[src/rtl/gpio_mode_pkg.sv]
package gpio_mode_pkg;
  typedef enum logic [1:0] {
    MODE_QB = 2'b00,
    MODE_PP = 2'b01,
    MODE_IN = 2'b10,
    MODE_OD = 2'b11
  } pin_mode_e;

  typedef enum logic [1:0] {
    SEL_OUT  = 2'd0,
    SEL_CFGA = 2'd1,
    SEL_CFGB = 2'd2,
    SEL_ANA  = 2'd3
  } reg_sel_e;

  typedef struct packed {
    logic pd;
    logic spu;
    logic wpu;
  } drv_t;
endpackage

[src/rtl/gpio_regs.sv]
module gpio_regs
  import gpio_mode_pkg::*;
#(
  parameter int W = 8
) (
  input  logic         clk_i,
  input  logic         rst_ni,
  input  logic         wr_en_i,
  input  logic [1:0]   addr_i,
  input  logic [W-1:0] wr_data_i,
  output logic [W-1:0] out_q_o,
  output logic [W-1:0] cfga_q_o,
  output logic [W-1:0] cfgb_q_o,
  output logic [W-1:0] ana_q_o
);
  always_ff @(posedge clk_i or negedge rst_ni) begin
    if (!rst_ni) begin
      out_q_o  <= '1;
      cfga_q_o <= '1;   // {1,0} = input-only on every pin
      cfgb_q_o <= '0;
      ana_q_o  <= '0;
    end else if (wr_en_i) begin
      unique case (reg_sel_e'(addr_i))
        SEL_OUT:  out_q_o  <= wr_data_i;
        SEL_CFGA: cfga_q_o <= wr_data_i;
        SEL_CFGB: cfgb_q_o <= wr_data_i;
        SEL_ANA:  ana_q_o  <= wr_data_i;
        default:  ;
      endcase
    end
  end
endmodule

[src/rtl/gpio_pin_drv.sv]
module gpio_pin_drv
  import gpio_mode_pkg::*;
#(
  parameter int KICK = 2
) (
  input  logic       clk_i,
  input  logic       rst_ni,
  input  logic [1:0] mode_i,
  input  logic       latch_i,
  input  logic       force_in_i,
  output drv_t       drv_o
);
  localparam int CW = (KICK > 1) ? $clog2(KICK) : 1;

  pin_mode_e     mode_eff;
  logic          latch_d;
  logic          rise;
  logic          kick;
  logic [CW-1:0] cnt_q;

  always_comb begin
    mode_eff  = force_in_i ? MODE_IN : pin_mode_e'(mode_i);
    rise      = latch_i & ~latch_d;
    kick      = (mode_eff == MODE_QB) && latch_i && (rise || cnt_q != '0);
    drv_o.pd  = !latch_i && (mode_eff != MODE_IN);
    drv_o.spu = latch_i && ((mode_eff == MODE_PP) || kick);
    drv_o.wpu = latch_i && (mode_eff == MODE_QB);
  end

  // rise cycle itself counts as the first kick clock
  always_ff @(posedge clk_i or negedge rst_ni) begin
    if (!rst_ni) begin
      latch_d <= 1'b1;
      cnt_q   <= '0;
    end else begin
      latch_d <= latch_i;
      if (mode_eff != MODE_QB)  cnt_q <= '0;
      else if (rise)            cnt_q <= CW'(KICK - 1);
      else if (cnt_q != '0)     cnt_q <= cnt_q - 1'b1;
    end
  end
endmodule

[src/rtl/gpio_in_filt.sv]
module gpio_in_filt #(
  parameter int SYNC = 2,
  parameter int FLEN = 3
) (
  input  logic clk_i,
  input  logic rst_ni,
  input  logic pad_i,
  input  logic hold_i,
  output logic sync_o,
  output logic filt_o
);
  localparam int CW = (FLEN > 1) ? $clog2(FLEN) : 1;

  logic [SYNC-1:0] sync_q;
  logic [CW-1:0]   cnt_q;

  assign sync_o = sync_q[SYNC-1];

  always_ff @(posedge clk_i or negedge rst_ni) begin
    if (!rst_ni) sync_q <= '0;
    else         sync_q <= {sync_q[SYNC-2:0], pad_i};
  end

  always_ff @(posedge clk_i or negedge rst_ni) begin
    if (!rst_ni) begin
      filt_o <= 1'b0;
      cnt_q  <= '0;
    end else if (!hold_i) begin
      if (sync_o == filt_o) begin
        cnt_q <= '0;
      end else if (cnt_q == CW'(FLEN - 1)) begin
        filt_o <= sync_o;
        cnt_q  <= '0;
      end else begin
        cnt_q <= cnt_q + 1'b1;
      end
    end
  end
endmodule

[src/rtl/gpio_mode_ctrl.sv]
module gpio_mode_ctrl
  import gpio_mode_pkg::*;
#(
  parameter int W            = 8,
  parameter int FIXED_IN_PIN = 5,
  parameter int KICK         = 2,
  parameter int SYNC         = 2,
  parameter int FLEN         = 3
) (
  input  logic         clk_i,
  input  logic         rst_ni,
  input  logic         wr_en_i,
  input  logic [1:0]   addr_i,
  input  logic [W-1:0] wr_data_i,
  output logic [W-1:0] rd_data_o,
  input  logic [W-1:0] pad_in_i,
  output logic [W-1:0] pd_en_o,
  output logic [W-1:0] spu_en_o,
  output logic [W-1:0] wpu_en_o,
  output logic [W-1:0] din_en_o
);
  logic [W-1:0] out_q, cfga_q, cfgb_q, ana_q;
  logic [W-1:0] sync_v, filt_v;

  gpio_regs #(.W(W)) u_regs (
    .clk_i    (clk_i),
    .rst_ni   (rst_ni),
    .wr_en_i  (wr_en_i),
    .addr_i   (addr_i),
    .wr_data_i(wr_data_i),
    .out_q_o  (out_q),
    .cfga_q_o (cfga_q),
    .cfgb_q_o (cfgb_q),
    .ana_q_o  (ana_q)
  );

  for (genvar i = 0; i < W; i++) begin : g_pin
    drv_t drv;

    gpio_pin_drv #(.KICK(KICK)) u_drv (
      .clk_i     (clk_i),
      .rst_ni    (rst_ni),
      .mode_i    ({cfga_q[i], cfgb_q[i]}),
      .latch_i   (out_q[i]),
      .force_in_i(i == FIXED_IN_PIN),
      .drv_o     (drv)
    );

    gpio_in_filt #(.SYNC(SYNC), .FLEN(FLEN)) u_filt (
      .clk_i (clk_i),
      .rst_ni(rst_ni),
      .pad_i (pad_in_i[i]),
      .hold_i(ana_q[i]),
      .sync_o(sync_v[i]),
      .filt_o(filt_v[i])
    );

    assign pd_en_o[i]  = drv.pd;
    assign spu_en_o[i] = drv.spu;
    assign wpu_en_o[i] = drv.wpu;
  end

  assign din_en_o = ~ana_q;

  always_comb begin
    unique case (reg_sel_e'(addr_i))
      SEL_OUT:  rd_data_o = filt_v & ~ana_q;
      SEL_CFGA: rd_data_o = cfga_q;
      SEL_CFGB: rd_data_o = cfgb_q;
      SEL_ANA:  rd_data_o = ana_q;
      default:  rd_data_o = '0;
    endcase
  end
endmodule

[config.mk]
export PLATFORM = sky130hd
export DESIGN_NAME = gpio_mode_ctrl
export DESIGN_NICKNAME = d
export VERILOG_FILES = /design/src/rtl/gpio_mode_pkg.sv /design/src/rtl/gpio_regs.sv /design/src/rtl/gpio_pin_drv.sv /design/src/rtl/gpio_in_filt.sv /design/src/rtl/gpio_mode_ctrl.sv
export SDC_FILE = /design/constraint.sdc
export NUM_CORES = 1
export LEC_CHECK = 0
export BUFFER_PORTS_ARGS = -buffer_cell sky130_fd_sc_hd__buf_2
export CAP_MARGIN = 0
export CORE_ASPECT_RATIO = 2
export CORE_UTILIZATION = 25
export CTS_BUF_LIST = sky130_fd_sc_hd__clkbuf_4
export CTS_CLUSTER_DIAMETER = 80
export DETAILED_ROUTE_END_ITERATION = 8
export MAX_ROUTING_LAYER = met4
export PLACE_DENSITY = 0.53
export SLEW_MARGIN = 20
export SYNTH_ARGS = -nofsm -noshare
export SYNTH_HDL_FRONTEND = slang
export SYNTH_HIERARCHICAL = 1
export SYNTH_SLANG_ARGS = --single-unit
[constraint.sdc]
create_clock -name clk_i -period 1.8 [get_ports clk_i]
set_clock_uncertainty 0.1 [all_clocks]
set_input_delay 0.18 -clock clk_i [delete_from_list [all_inputs] [get_ports clk_i]]
set_output_delay 0.18 -clock clk_i [all_outputs]
set_load 0.02 [all_outputs]
==> results.yml, run 1 <==
run_status:
  status: "finished, violations left"
  failed_checks: "negative setup slack"
timing:
  finalHoldViolations: 0
  post-route-period-util_pct: 110
  maxSlewHeadroom_pct: 47.9
  period_needed_ns: 1.97
  maxSlewViolCount: 0
  rsz0062_at_grt: "yes"
  worst_slew_pin_slew_ns: 0.777
  fin_setup_tns_ns: -2.02
  setup_viol: 22
  fmax_ghz: 0.507
  setup_slack_ns: -0.174
setup_path:
  critical_path_class: "register to output port"
  r2r_end: "g_pin[4].u_drv/cnt_q"
  path_cells: "or3b_4 -> a21oi_2 -> buf_4"
  r2r_cells: 4
  cp_max_fo: 3
  critPathTopFamily: "flip-flops"
  r2r_slack_ns: 0.31
  crit_start: "u_regs/out_q_o[7]"
  cp_num_cells: 3
  end_kind: "output port"
  crit_end: "spu_en_o[7]"
  max_stage_delay_ns: 0.56
  cp_data_arrival_time_ns: 1.69
  startpoint_type: "register"
  slowest_stage: "dfstp_2"
  crit_buf_inv: 1
  cp.required_ns: 1.52
  r2r-start: "u_regs/out_q_o[4]"
detailed_routing:
  drt_pass1_iterations: 4
  drt_iter0_markers: 86
  drc_errors: 0
  totalWireLength_mm: 9.22
  vias_per_cell: 4.29
  antenna_left: 0
  vias: 2593
  wl_per_cell_um: 15.2
clock_network:
  cts-root-buf: "clkbuf_4"
  cts_max_level: 3
  clk_latency_ns: 0.44
  cts_buffer_depth: 2
  clkTransAtPathRegs_ns: 0.13
  cts_num_sinks: 88
  cts_buffers: 9
  cts_tree: "yes"
synth:
  syn_area_per_cell_um2: 14.5
  netlist_area_mm2: 0.00384
  yosysTopAreaCellShare_pct: 41.7
  yosys_warnings: 6
  syn_inst: 264
  yosysUniqueCellTypes: 24
  synth-seq-area-share_pct: 58.1
  synthTopCellsByCount: "dfrtp_1, mux2_2, dfstp_2"
  yosys_register_bits: 88
  synth_ff_type: "dfrtp_1"
  synthMostInstantiatedCell: "dfrtp_1"
  synth_top_cell_by_area: "dfrtp_1"
  synth_edf_count: 0
  synthTopCellsByArea: "dfrtp_1, dfstp_2, mux2_2, mux4_2, mux2_4"
  async_flop_share_pct: 100
power_and_ir_drop:
  ir_drop_mv: 0.421
  internal_power_uw: 4180
  p_per_area_mw_per_mm2: 1160
  cellLeakagePower_uw: 0.00234
  pwr-share-clk_pct: 17.2
  p_seq_share_pct: 48.2
  switching_share_pct: 31.7
  p_total_uw: 6110
  p_switching_uw: 1940
  combPwrFrac_pct: 34.6
die:
  fp.dieW_um: 89.6
  fp.coreArea_mm2: 0.0149
  fp.dieArea_mm2: 0.0159
  io_pins: 61
  num_rows: 63
  initial_core_util_pct: 25.8
  die_h_um: 177
place:
  dp_hpwl_mm: 6.16
  place_inst: 533
  gp_congestion: 0.758
  preCtsSetupSlack_ns: 0.0889
  port_buffers: 57
grt:
  antenna_found_initial: 1
  grt_max_degree: 35
  globalRouteTotalUtil_pct: 12.9
  grt_pass1_vias: 2676
  grt_pass1_wl_mm: 14.3
  grt-ovfl-total: 0
finish:
  finalNonFillerCells: 605
  fillers: 1469
  multi_input_area_mm2: 0.00168
  seqCellArea_mm2: 0.00225
  utilization_pct: 35.5
  final_net_count: 425
  drive_above_1_share_pct: 61.6
  area_growth_pct: 37.6
job:
  drv_cap: 0
hold_path:
  hp-class: "input pin to async pin"
## cells by family (layout without fill, tap and decap cells)
family,Yosys count,in the layout,share of synthesized area (%)
other,2,17,0.196
buffers and inverters,18,149,1.99
multiplexers,48,48,17.2
AO/OA/AOI/OAI,32,32,7.30
XOR/XNOR,8,8,1.83
flip-flops,88,88,58.1
AND/OR/NAND/NOR,68,68,13.3
## through the flow
step	hold slack, ns	cell area (um2)
finish	0.0849	5280
global route	0.0883	5280
CTS	0.0763	5100
detailed placement	0.0365	4460
global placement	0.0244	4460
floorplan	-0.216	3890
## flip-flops by register name, summed over array words and instances, names as in the netlist
signal,cells
g_pin.u_filt/filt_o,8
u_regs/cfga_q_o,8
g_pin.u_drv/latch_d,8
g_pin.u_drv/cnt_q,8
g_pin.u_filt/sync_q,16
u_regs/out_q_o,8
u_regs/ana_q_o,8
g_pin.u_filt/cnt_q,16
u_regs/cfgb_q_o,8
## cells in the final DEF, fill, tap and decap left out, types with 9 or more instances in the layout
cell	count
nor2_1	9
conb_1	16
dfrtp_1	49
clkbuf_4	10
buf_4	46
buf_2	33
buf_6	20
dfstp_2	24
dfrtp_2	15
mux2_2	32
dlygate4sd3_1	17
inv_1	16
## cell type report
class                      count  share of cell area [%]
sequential                    88                    42.6
antenna                        1                  0.0474
tap                          195                    4.62
multi-input combinational    172                    31.7
inverter                      16                    1.14
timing repair buffer         117                    17.5
clock buffer                  10                    1.42
clock inverter                 6                   0.947
## repair_timing
| action | in CTS | in global routing |
|---|---|---|
| endpoints found under the hold margin | 112 | 0 |
| hold buffers | 17 | 0 |
| gates resized for setup | 57 | 27 |
| buffers inserted | 26 | 12 |
| cloned | 0 | 0 |
| setup endpoints to repair | 23 | 26 |
## worst min path at each step
stage	end	depth (start not counted)	from	slack [ns]
after global routing	g_pin[7].u_filt/sync_q[0]	2	rst_ni	0.09
after detailed placement	g_pin[7].u_filt/sync_q[0]	1	rst_ni	0.04
after global placement	g_pin[7].u_filt/sync_q[0]	1	rst_ni	0.02
after CTS	g_pin[7].u_filt/sync_q[0]	2	rst_ni	0.08
final	g_pin[7].u_filt/sync_q[0]	2	rst_ni	0.08
after floorplan	g_pin[0].u_drv/cnt_q	0	rst_ni	-0.22
## routing by layer
metal | vias up | track usage (%) | wire [um]
met5 | - | - | 0
met4 | 0 | 5.95 | 242
met3 | 12 | 2.85 | 315
met2 | 44 | 22.2 | 5260
met1 | 1315 | 13.6 | 3400
li1 | 1222 | - | -
## power groups by stage
| stage | Combinational, uW | Sequential (uW) | Clock, uW |
|---|---|---|---|
| after floorplan | 1150 | 2890 | 0 |
| after global placement | 1440 | 3010 | 0 |
| after detailed placement | 1480 | 3050 | 0 |
| after CTS | 1960 | 2940 | 1120 |
| after global routing | 2270 | 3020 | 1210 |
| final | 2110 | 2950 | 1050 |
Note: power is estimated with default switching activity, not from simulation.
==> run 2, diff against run 1 <==
CORE_UTILIZATION = 63   (was 25)
PLACE_DENSITY = 0.95   (was 0.53)
==> run 2 against run 1 <==
Compared with the run above:
- the flow finishes with violations (design-rule violations, negative setup slack)
- count of clock-buffer cells in the layout fell by 1
- worst hold slack improved by 0.10 ns
- power rose by 8.0%
- fmax fell by 3.2%
- largest power group unchanged
- non-clock buffer count did not move
- largest cell class unchanged
==> results.yml, run 2 (synthesis gave the netlist of run 1 again) <==
clock_network:
  cts_buffer_depth: 2
  cts-root-buf: "clkbuf_4"
  cts_buffers: 9
  cts_max_level: 3
  cts_num_sinks: 88
  clk_latency_ns: 0.45
  clkTransAtPathRegs_ns: 0.15
  cts_tree: "yes"
timing:
  worst_slew_pin_slew_ns: 0.688
  post-route-period-util_pct: 113
  period_needed_ns: 2.04
  maxSlewHeadroom_pct: 53.9
  setup_viol: 22
  hold_ws_ns: 0.187
  finalHoldViolations: 0
  setup_slack_ns: -0.240
  fmax_ghz: 0.490
  rsz0062_at_grt: "yes"
  maxSlewViolCount: 0
die:
  initial_core_util_pct: 66.1
  die_h_um: 112
  fp.dieArea_mm2: 0.00643
  fp.dieW_um: 57.2
  num_rows: 39
  fp.coreArea_mm2: 0.00581
  io_pins: 61
setup_path:
  startpoint_type: "register"
  slowest_stage: "dfstp_2"
  r2r-start: "u_regs/out_q_o[3]"
  path_cells: "or3b_4 -> a21oi_2 -> buf_4"
  r2r_cells: 3
  cp_data_arrival_time_ns: 1.76
  max_stage_delay_ns: 0.59
  end_kind: "output port"
  r2r_slack_ns: 0.34
  cp.required_ns: 1.52
  critical_path_class: "register to output port"
  r2r_end: "g_pin[3].u_drv/cnt_q"
  cp_max_fo: 3
power_and_ir_drop:
  cellLeakagePower_uw: 0.00237
  p_switching_uw: 2230
  p_per_area_mw_per_mm2: 1280
  switching_share_pct: 33.7
  internal_power_uw: 4380
  ir_drop_mv: 1.21
  pwr-share-clk_pct: 19.3
  p_seq_share_pct: 45.4
  combPwrFrac_pct: 35.3
grt:
  grt_pass1_wl_mm: 15.6
  globalRouteTotalUtil_pct: 35.1
  grt-ovfl-total: 0
  grt_max_degree: 89
  antenna_found_initial: 1
  grt_pass1_vias: 3062
place:
  gp_congestion: 0.820
  port_buffers: 57
  place_inst: 398
  dp_hpwl_mm: 5.16
detailed_routing:
  drt_pass1_iterations: 6
  drc_errors: 4
  totalWireLength_mm: 10.5
  vias: 2808
  drt_iter0_markers: 150
  antenna_left: 0
  wl_per_cell_um: 22.2
  vias_per_cell: 5.96
finish:
  drive_above_1_share_pct: 62.8
  fillers: 237
  finalNonFillerCells: 471
  area_growth_pct: 34.3
  multi_input_area_mm2: 0.00170
  seqCellArea_mm2: 0.00225
  utilization_pct: 88.8
  reg.largest.list: "g_pin.u_filt/cnt_q x16, g_pin.u_filt/sync_q x16"
  final_net_count: 425
  layout_common_cells: "dfrtp_1, buf_4, buf_2"
hold_path:
  hp-class: "input pin to async pin"
job:
  drv_cap: 0
run_status:
  status: "finished, violations left"
  failed_checks: "design-rule violations, negative setup slack"
==> run 2: timing repair <==
item	4_1_cts	5_1_grt
hold endpoints to repair	119	0
hold buffers	17	0
setup buffers	29	10
endpoints found under the setup margin	22	24
resized for setup	56	26
==> run 2: power by group through the flow <==
stage	Sequential (uW)	Combinational (uW)	Clock, uW
6_report	3000	2330	1270
5_1_grt	3050	2450	1360
4_1_cts	2920	2030	1260
3_5_place_dp	3030	1500	0
3_3_place_gp	2970	1430	0
2_1_floorplan	2890	1150	0
==> run 2: worst max path at each step <==
stage | start | end | slack, ns
after floorplan | u_regs/out_q_o[0] | wpu_en_o[0] | 0.29
after global placement | addr_i[0] | rd_data_o[1] | 0.22
after detailed placement | addr_i[0] | rd_data_o[1] | 0.20
after CTS | u_regs/out_q_o[0] | spu_en_o[0] | -0.15
after global routing | u_regs/out_q_o[1] | spu_en_o[1] | -0.26
final | u_regs/out_q_o[1] | spu_en_o[1] | -0.24
==> run 2: layout make-up <==
type,count,area share (%)
Clock inverter,7,1.87
Clock buffer,9,1.31
Multi-Input combinational cell,172,32.9
Inverter,16,1.17
Antenna cell,1,0.0485
Sequential cell,88,43.6
Tap cell,61,1.48
Timing Repair Buffer,117,17.5
==> run 2: routing by layer <==
layer  share of wire [%]  GRT usage (%)
met1                  34           34.7
met2                  57           60.3
met3                 3.9           8.06
met4                 5.2           21.6
met5                   0              -
==> run 2: worst max-delay path: cells and delay by family (launching register included) <==
family	cells	cell delay, ns
flops	1	0.59
compound gates	1	0.14
buf+inv	1	0.16
simple gates	1	0.42
==> run 2: through the flow <==
stage,setup slack (ns),area [um2],setup TNS [ns],total power [uW]
2_1_floorplan,0.293,3890,0,4040
3_3_place_gp,0.218,4280,0,4400
3_5_place_dp,0.195,4280,0,4540
4_1_cts,-0.152,4980,-2.16,6210
5_1_grt,-0.265,5150,-3.81,6850
6_report,-0.240,5150,-2.77,6600
